**src/rtl/cv_pkg.sv**
```systemverilog
package cv_pkg;
  localparam int PRIMARY_COUNT = 3;
  localparam int MIN_COPIES    = 4;
  localparam int MAX_COPIES    = 8;

  function automatic logic vote_2of3(input logic a, input logic b, input logic c);
    return (a & b) | (a & c) | (b & c);
  endfunction
endpackage

```
**src/rtl/cv_lane.sv**
```systemverilog
module cv_lane
  import cv_pkg::*;
#(
  parameter int NCOPY = 5,
  localparam int NSEC = NCOPY - PRIMARY_COUNT
) (
  input  logic [NCOPY-1:0] lane_i,
  output logic             vote_o,
  output logic             err_o
);
  logic            prim;
  logic            sec_all;
  logic            sec_any;
  logic            sec_pick;
  logic [NSEC-1:0] sec_bits;

  assign sec_bits = lane_i[NCOPY-1:PRIMARY_COUNT];
  assign prim     = vote_2of3(lane_i[0], lane_i[1], lane_i[2]);

  cv_sec_reduce #(.NSEC(NSEC)) u_sec (
    .bits_i (sec_bits),
    .all_o  (sec_all),
    .any_o  (sec_any)
  );

  assign sec_pick = prim ? sec_any : sec_all;
  assign vote_o   = prim & sec_pick;
  assign err_o    = prim & ~sec_pick;
endmodule

```
**src/rtl/cv_sec_reduce.sv**
```systemverilog
module cv_sec_reduce #(
  parameter int NSEC = 2
) (
  input  logic [NSEC-1:0] bits_i,
  output logic            all_o,
  output logic            any_o
);
  logic [NSEC-1:0] and_chain;
  logic [NSEC-1:0] or_chain;

  assign and_chain[0] = bits_i[0];
  assign or_chain[0]  = bits_i[0];
  for (genvar i = 1; i < NSEC; i++) begin : g_chain
    assign and_chain[i] = and_chain[i-1] & bits_i[i];
    assign or_chain[i]  = or_chain[i-1]  | bits_i[i];
  end

  assign all_o = and_chain[NSEC-1];
  assign any_o = or_chain[NSEC-1];
endmodule

```
**src/rtl/cv_out_stage.sv**
```systemverilog
module cv_out_stage #(
  parameter int WIDTH   = 8,
  parameter bit REG_OUT = 1'b1
) (
  input  logic             clk,
  input  logic             rst,
  input  logic [WIDTH-1:0] vote_i,
  input  logic [WIDTH-1:0] bit_err_i,
  input  logic             err_i,
  output logic [WIDTH-1:0] vote_o,
  output logic [WIDTH-1:0] bit_err_o,
  output logic             err_o
);
  if (REG_OUT) begin : g_reg
    always_ff @(posedge clk) begin
      if (rst) begin
        vote_o    <= '0;
        bit_err_o <= '0;
        err_o     <= 1'b0;
      end else begin
        vote_o    <= vote_i;
        bit_err_o <= bit_err_i;
        err_o     <= err_i;
      end
    end
  end else begin : g_comb
    assign vote_o    = vote_i;
    assign bit_err_o = bit_err_i;
    assign err_o     = err_i;
  end
endmodule

```
**src/rtl/cluster_voter.sv**
```systemverilog
module cluster_voter
  import cv_pkg::*;
#(
  parameter int NCOPY   = 5,
  parameter int WIDTH   = 8,
  parameter bit REG_OUT = 1'b1,
  localparam int NSEC   = NCOPY - PRIMARY_COUNT
) (
  input  logic                        clk,
  input  logic                        rst,
  input  logic [NCOPY-1:0][WIDTH-1:0] copies_i,
  output logic [WIDTH-1:0]            voted_o,
  output logic [WIDTH-1:0]            bit_err_o,
  output logic                        err_o
);
  if (NCOPY < MIN_COPIES || NCOPY > MAX_COPIES) begin : g_bad_ncopy
    $error("cluster_voter: NCOPY out of range 4..8");
  end

  logic [WIDTH-1:0][NCOPY-1:0] lane_w;
  logic [WIDTH-1:0]            vote_c;
  logic [WIDTH-1:0]            bit_err_c;
  logic                        err_c;

  for (genvar b = 0; b < WIDTH; b++) begin : g_lane
    for (genvar k = 0; k < NCOPY; k++) begin : g_tap
      assign lane_w[b][k] = copies_i[k][b];
    end

    cv_lane #(.NCOPY(NCOPY)) u_lane (
      .lane_i (lane_w[b]),
      .vote_o (vote_c[b]),
      .err_o  (bit_err_c[b])
    );

    // a lost primary vote never lets a 1 through
    p_low_prim_r2: assert property (@(posedge clk) disable iff (rst)
      ($countones(lane_w[b][PRIMARY_COUNT-1:0]) < 2) |-> (!vote_c[b] && !bit_err_c[b]));

    // a won primary vote passes any secondary 1
    p_high_prim_r3: assert property (@(posedge clk) disable iff (rst)
      (($countones(lane_w[b][PRIMARY_COUNT-1:0]) >= 2) &&
       ($countones(lane_w[b][NCOPY-1:PRIMARY_COUNT]) > 0)) |-> vote_c[b]);

    // an error bit means every secondary copy said 0
    p_err_sec_r4: assert property (@(posedge clk) disable iff (rst)
      bit_err_c[b] |-> ($countones(lane_w[b][NCOPY-1:PRIMARY_COUNT]) == 0));
  end

  cv_err_reduce #(.WIDTH(WIDTH)) u_err (
    .bits_i (bit_err_c),
    .any_o  (err_c)
  );

  cv_out_stage #(.WIDTH(WIDTH), .REG_OUT(REG_OUT)) u_out (
    .clk       (clk),
    .rst       (rst),
    .vote_i    (vote_c),
    .bit_err_i (bit_err_c),
    .err_i     (err_c),
    .vote_o    (voted_o),
    .bit_err_o (bit_err_o),
    .err_o     (err_o)
  );

  // combined flag agrees with the per-bit vector at the ports
  p_err_or_r5: assert property (@(posedge clk) disable iff (rst)
    err_o == (|bit_err_o));

  if (REG_OUT) begin : g_lat_chk
    // registered outputs carry last cycle's vote
    p_reg_vote_r9: assert property (@(posedge clk) disable iff (rst)
      1'b1 |=> (voted_o == $past(vote_c)) && (bit_err_o == $past(bit_err_c)));
  end
endmodule

```
**src/rtl/cv_err_reduce.sv**
```systemverilog
module cv_err_reduce #(
  parameter int WIDTH = 8
) (
  input  logic [WIDTH-1:0] bits_i,
  output logic             any_o
);
  logic [WIDTH-1:0] acc;

  assign acc[0] = bits_i[0];
  for (genvar i = 1; i < WIDTH; i++) begin : g_or
    assign acc[i] = acc[i-1] | bits_i[i];
  end
  assign any_o = acc[WIDTH-1];
endmodule

```
**config.mk**
```make
export PLATFORM = sky130hd
export DESIGN_NAME = cluster_voter
export DESIGN_NICKNAME = d
export VERILOG_FILES = /design/src/rtl/cv_pkg.sv /design/src/rtl/cv_lane.sv /design/src/rtl/cv_sec_reduce.sv /design/src/rtl/cv_out_stage.sv /design/src/rtl/cluster_voter.sv /design/src/rtl/cv_err_reduce.sv
export SDC_FILE = /design/constraint.sdc
export NUM_CORES = 1
export LEC_CHECK = 0
export ABC_AREA = 0
export BUFFER_PORTS_ARGS = -buffer_cell sky130_fd_sc_hd__buf_2
export CORE_ASPECT_RATIO = 1.5
export CORE_MARGIN = 4
export CORE_UTILIZATION = 31
export CTS_CLUSTER_DIAMETER = 60
export DETAILED_ROUTE_END_ITERATION = 7
export PLACE_DENSITY = 0.71
export SYNTH_ARGS = -nofsm -noshare
export SYNTH_HDL_FRONTEND = slang
export SYNTH_HIERARCHICAL = 1
export SYNTH_SLANG_ARGS = --single-unit
```
**constraint.sdc**
```tcl
create_clock -name clk -period 1.96 [get_ports clk]
set_input_delay 0.196 -clock clk [delete_from_list [all_inputs] [get_ports clk]]
set_output_delay 0.196 -clock clk [all_outputs]
set_load 0.01 [all_outputs]
```
==> results by stage, run 1 <==
Floorplan:
- The die covers 3220 um2.
- The initial core utilization is 32.8%.
- The floorplan die width is 47.7 um.
- The count of standard-cell rows is 21.
- The vertical die dimension is 67.5 um.
- The area of the core is 2230 um2.
- During I/O placement, the number of pins put on the boundary was 59.

Worst setup path:
- Following the worst setup path forward leads to its endpoint at u_out/err_o.
- The buffering stage count on the worst path with inverters included is 1.
- The standard cell with the maximum stage delay on the critical path is maj3_2.
- The critical path crosses 6 cells after its start point.
- On the critical path the largest part of the delay comes from simple AND/OR/NAND/NOR gates.
- The largest single stage delay on the critical path is 0.30 ns.
- The data required time of the worst path is 2.14 ns.
- STA classifies the critical path endpoint as a flop.
- The worst setup path is of the input pin to flop kind.
- The maximum fanout along the worst path is 2.
- The worst setup path is launched from an input pin.
- The critical path starts at copies_i[17].
- Data on the critical path arrives at its endpoint at 1.30 ns.
- The critical path goes through buf_2, maj3_2, nor2b_1, nor4_1, nand2_1, and2b_2.

Routing:
- Wires add up to 1400 um.
- In the final routed layout, each cell accounts on average for 9.12 um.
- For this block, the initial DRC count from the detailed router was 3.
- The number of optimization iterations in the first detailed-route pass is 4.
- The detailed-route via count is 617.
- The final routed DRC violation total is 0.
- The detail route stage leaves a number of antenna-violating nets equal to 0.
- The vias per cell is 4.01.

Clocking:
- Hold repair after CTS inserted 0 buffers.
- The clock tree from TritonCTS is done.
- The tree built by TritonCTS fans out to 17 sinks.
- The clock root buffer master is clkbuf_4.
- The number of buffers on the longest clock path is 2.
- The number of buffers inserted by post-CTS setup repair is 0.
- The count of cells resized by post-cts repair is 0.
- The number of levels the H-tree was split into is 1.
- Clock tree synthesis inserted a total of 3 buffers.
- After clock tree synthesis, the clock-pin slew on the worst setup and hold paths is 0.08 ns.

Global routing:
- The first-pass GRT wire length is 2060 um.
- The global-route usage over all layers is 8.95%.
- After global routing the overflow that remains totals 0.
- The largest net degree at the start of global routing is 18.
- The number of global-route vias before repair is 535.
- The initial antenna violation count is 0.

Placed design:
- The cell area after placement is 1040 um2.
- The count of buffers inserted at the top-level ports is 58.
- The last weighted congestion value of the routability-driven placer is 0.677.
- Before CTS, the worst setup slack after placement is 0.505 ns.

Status:
- The run finished with clean final reports.

Yosys:
- The number of nets produced by synthesis is 112.
- After synthesis the cells add up to 732 um2.
- The Yosys step of the flow raised 6 warnings.
- Synthesis produced 70 cells.
- The average instance in the mapped netlist occupies 10.5 um2.

Layout:
- The area growth from synthesis to final layout is 45.6%.
- The share of layout cells above drive strength 1 is 58.0%.
- After routing the design area is 1070 um2.
- Fill cells in the final layout number 225.
- The antenna diode count is 0.
- In the final design database the tool counted 174 nets.

STA:
- Measured against its own limit, the worst slew margin works out to 82.2%.
- Timing would allow up to 893 MHz.
- The setup-violating endpoint count in the final report is 0.
- Setup repair after global routing left no endpoint under its margin.
- The part of the cycle the worst path needs is 57.1%.
- Across all hold checks on the routed design, the worst slack comes to 0.250 ns.
- The worst-margin pin slew is 0.265 ns.
- In the post-route analysis, the smallest setup slack over all paths is 0.840 ns.
- The count of endpoints failing hold in the final timing report was 0.
- The setup total negative slack is 0 ns.
- The number of max-slew violations in the final report is 0.
- The post-route minimum period is 1.12 ns.

Power and ir drop:
- The worst-case IR drop observed on VDD is 0.246 mV.
- For this design the ratio of total power to cell area is 623 nW/um2.
- The leakage power is 0.545 nW.
- Total power for the finished layout comes to 0.664 mW.

Min path:
- The min-delay analysis places its worst path in the category input pin to flop.
- The worst hold path passes through 2 cells.

Run:
- The number of maximum-capacitance constraint violations is 0.
==> stage by stage <==
stage / instances / util (%)
final: 154 / 47.7
after global routing: 154 / 47.7
after CTS: 154 / 47.7
after detailed placement: 150 / 46.6
after global placement: 150 / 46.6
after floorplan: 70 / -
==> routing by layer <==
layer	vias to the layer above	share of wire [%]	track usage [%]
met5	-	0	0
li1	343	-	-
met4	0	2.3	7.07
met1	240	33	9.58
met2	32	51	14.4
met3	2	13	1.87
==> how the worst min path moves through the flow <==
stage,to,slack (ns),startpoint
floorplan,u_out/bit_err_o[3],0.39,rst
global placement,u_out/vote_o[1],0.54,rst
detailed placement,u_out/vote_o[3],0.55,rst
CTS,u_out/vote_o[6],0.25,rst
global route,u_out/vote_o[2],0.25,rst
finish,u_out/vote_o[3],0.25,rst
==> where the power goes <==
part,internal [mW],switching [mW]
Sequential,0.362,0.00303
Combinational,0.0804,0.0488
Clock,0.0789,0.0903
Total,0.522,0.142
==> area by class of cell <==
class	count	area (um2)	share of cell area [%]
multi-input combinational	52	380	35.7
sequential	17	340	31.9
timing repair buffer	58	290	27.2
tap	23	28.8	2.70
clock buffer	4	26.3	2.46
==> flip-flops by register name, summed over array words and instances (netlist names) <==
signal           flops
u_out/err_o          1
u_out/vote_o         8
u_out/bit_err_o      8
==> cells in the final DEF, fill, tap and decap left out, drive strengths merged <==
cell type   n
and2b       7
nor4        2
nand2       1
buf        58
clkbuf      4
and2        8
or2         8
maj3        8
nor2b      18
dfxtp      17
No activity file was read; power rests on OpenSTA's default activity.
==> run 2, diff against run 1 <==
--- a/config.mk
+++ b/config.mk
@@ -5,14 +5,14 @@
 export SDC_FILE = /design/constraint.sdc
 export NUM_CORES = 1
 export LEC_CHECK = 0
-export ABC_AREA = 0
+export ABC_AREA = 1
 export BUFFER_PORTS_ARGS = -buffer_cell sky130_fd_sc_hd__buf_2
 export CORE_ASPECT_RATIO = 1.5
 export CORE_MARGIN = 4
 export CORE_UTILIZATION = 31
 export CTS_CLUSTER_DIAMETER = 60
 export DETAILED_ROUTE_END_ITERATION = 7
-export PLACE_DENSITY = 0.71
+export PLACE_DENSITY = 0.7
 export SYNTH_ARGS = -nofsm -noshare
 export SYNTH_HDL_FRONTEND = slang
 export SYNTH_HIERARCHICAL = 1
==> constraint.sdc (replaced) <==
create_clock -name clk -period 0.9 [get_ports clk]
set_input_delay 0.09 -clock clk [delete_from_list [all_inputs] [get_ports clk]]
set_output_delay 0.09 -clock clk [all_outputs]
set_load 0.01 [all_outputs]
==> run 2 against run 1 <==
Compared with the run above: utilization shrank 3.1 points; first-iteration DRC count increased to 7.0 times the previous value; sequential power rose by 120%; largest cell class is now sequential cells.
==> results by stage, run 2 <==
Floorplan:
- The area enclosed by the die boundary is 4000 um2 (was 3220 um2).
- The floorplan die width is 53.0 um (was 47.7 um).
- The initial core utilization is 32.3% (was 32.8%).
- The top-level I/O count is 59 (unchanged).
- The vertical die dimension came to 75.5 um (was 67.5 um).
- The area of the core was 2910 um2 (was 2230 um2).
- The count of standard-cell rows is 24 (was 21).

Worst setup path:
- The standard cell with the maximum stage delay on the critical path was dfxtp_1 (was maj3_2).
- The endpoint type of the worst setup path was an output port (was flop).
- The nature of the critical path startpoint is a flop (was input pin).
- The maximum fanout along the worst path came to 1 (was 2).
- The buffering stage count on the worst path with inverters included is 1 (unchanged).
- The class of the most critical setup path is flop to output port (was input pin to flop).
- The delay of the slowest cell on the worst path came to 0.32 ns (was 0.30 ns).
- The endpoint arrival time on the critical path came to 0.69 ns (was 1.30 ns).
- The family of cells with the greatest summed delay on the critical path is flip-flops (was simple AND/OR/NAND/NOR gates).
- The data required time of the worst path is 0.81 ns (was 2.14 ns).
- Ordered cell list for the critical path: buf_2 (was buf_2, maj3_2, nor2b_1, nor4_1, nand2_1, and2b_2).

Placed design:
- The number of instances in the placed design is 267 (was 150).
- The count of buffers inserted at the top-level ports was 58 (unchanged).
- The last weighted congestion value of the routability-driven placer is 0.696 (was 0.677).
- The final HPWL from detailed placement is 1540 um.
- The cell area after placement is 1250 um2 (was 1040 um2).

STA:
- The count of endpoints failing hold in the final timing report is 0 (unchanged).
- Dividing the final minimum period by the clock period gives 86.9%.
- The number of max-slew violations in the final report came to 0 (unchanged).
- The setup-violating endpoint count in the final report is 0 (unchanged).
- The worst-margin pin slew is 0.296 ns (was 0.265 ns).
- The worst relative slew slack came to 80.3% (was 82.2%).
- Derived from the worst setup path, the maximum achievable clock frequency is 1280 MHz.
- The worst path in the final design needs a cycle of 0.782 ns, including I/O delays and setup.
- RSZ-0062 raised after global routing: no (unchanged).
- The minimum hold slack came to 0.180 ns (was 0.250 ns).

Global routing:
- The global-route usage over all layers is 9.70% (was 8.95%).
- The largest net degree at the start of global routing came to 18 (unchanged).
- The number of global-route vias before repair is 799 (was 535).
- The first-pass GRT wire length is 2920 um (was 2060 um).
- The global-route congestion overflow total is 0 (unchanged).
- The initial antenna violation count is 0 (unchanged).

Power and ir drop:
- The areal power density over the cells came to 1290 nW/um2 (was 623 nW/um2).
- The leakage power is 0.953 nW (was 0.545 nW).
- The peak supply drop is 0.672 mV (was 0.246 mV).
- The total power consumption of the routed design was 1.68 mW (was 0.664 mW).

Clocking:
- The clock tree from TritonCTS was done (unchanged).
- The count of cells resized by post-cts repair came to 0 (unchanged).
- The TritonCTS sink count was 17 (unchanged).
- The register clock-pin slew on the reported worst setup and hold paths is 0.06 ns (was 0.08 ns).
- The number of levels the H-tree was split into is 1 (unchanged).
- The quantity of hold-fixing buffers added after cts came to 0 (unchanged).
- The number of buffers inserted by post-CTS setup repair is 0 (unchanged).
- The number of buffers on the longest clock path came to 2 (unchanged).
- The clock root buffer master is clkbuf_8 (was clkbuf_4).
- The total clock buffers created by CTS is 3 (unchanged).

Yosys:
- The number of nets produced by synthesis is 214 (was 112).
- The number of instances in the synthesized netlist was 172 (was 70).
- The Yosys warning count was 6 (unchanged).
- The netlist area before placement was 941 um2 (was 732 um2).
- The average size of a mapped cell is 5.47 um2 (was 10.5 um2).

Routing:
- The detailed-route wire length per cell is 6.70 um (was 9.12 um).
- The vias per cell is 3.52 (was 4.01).
- The final wirelength is 1820 um (was 1400 um).
- The detailed-route via count is 955 (was 617).
- The number of optimization iterations in the first detailed-route pass came to 4 (unchanged).
- The remaining antenna violation count is 0 (unchanged).
- The final routed DRC violation total is 0 (unchanged).
- The initial detailed-routing violation count is 21 (was 3).

Min path:
- The worst min-delay path category is input pin to flop (unchanged).

Layout:
- The commonest non-fill, non-tap cell in the layout is inv_1 (was buf_2).
- The number of nets in the final layout is 275 (was 174).
- Top library cells by usage in the layout, fill and taps aside: inv_1 (73), buf_2 (58), nand2_1 (45) (was buf_2 (58), nor2b_1 (18), dfxtp_1 (17)).
- The area growth from synthesis to final layout is 38.0% (was 45.6%).
- The number of fillers in the final layout is 342 (was 225).
- The antenna diode count was 0 (unchanged).
- The number of standard cells in the final layout excluding fillers is 271 (was 154).
- The share of layout cells above drive strength 1 was 26.3% (was 58.0%).
- Registers with the highest flip-flop counts: u_out/bit_err_o (8), u_out/vote_o (8), u_out/err_o (1) (unchanged).
- The cell area after layout is 1300 um2 (was 1070 um2).

Run:
- The number of maximum-capacitance constraint violations is 0 (unchanged).

Status:
- Run status: finished, final reports clean (unchanged).
[run 2: report_power, final]
group,leakage [nW],switching (mW),internal [mW],total [mW]
registers,0.140,0.00685,0.790,0.797
logic,0.790,0.178,0.156,0.334
clock network,0.0228,0.234,0.313,0.547
[run 2: final timing paths]
path,from,to,slack [ns],depth (start not counted)
worst max-delay path,u_out/bit_err_o[2],bit_err_o[2],0.12,1
worst min-delay path,copies_i[32],u_out/bit_err_o[0],0.18,6
[run 2: area by class of cell]
cell class / count / area, um2 / share of cell area, %
Sequential cell: 17 / 340 / 26.2
Multi-Input combinational cell: 80 / 300 / 23.1
Timing Repair Buffer: 58 / 290 / 22.4
Inverter: 73 / 274 / 21.1
Tap cell: 39 / 48.8 / 3.76
Clock buffer: 4 / 45.0 / 3.47
[run 2: metal layers]
layer	routed length, um	global-route usage [%]	vias to the layer above
li1	-	-	561
met1	651	9.10	358
met3	161	1.37	2
met2	977	19.5	34
met4	26	5.11	0
met5	0	0	-
[run 2: per-stage QoR]
step	setup TNS (ns)	util [%]	setup slack (ns)
after global placement	-0.00633	43.0	-0.00633
final	0	44.6	0.118
after CTS	0	44.6	0.0900
after floorplan	0	-	0.224
after detailed placement	-0.0123	43.0	-0.0123
after global routing	0	44.6	0.0839
[run 2: tightest hold or removal path, delay by kind of cell]
family | cells | cell delay [ns]
and+or+nand+nor | 3 | 0.15
buffers and inverters | 3 | 0.14
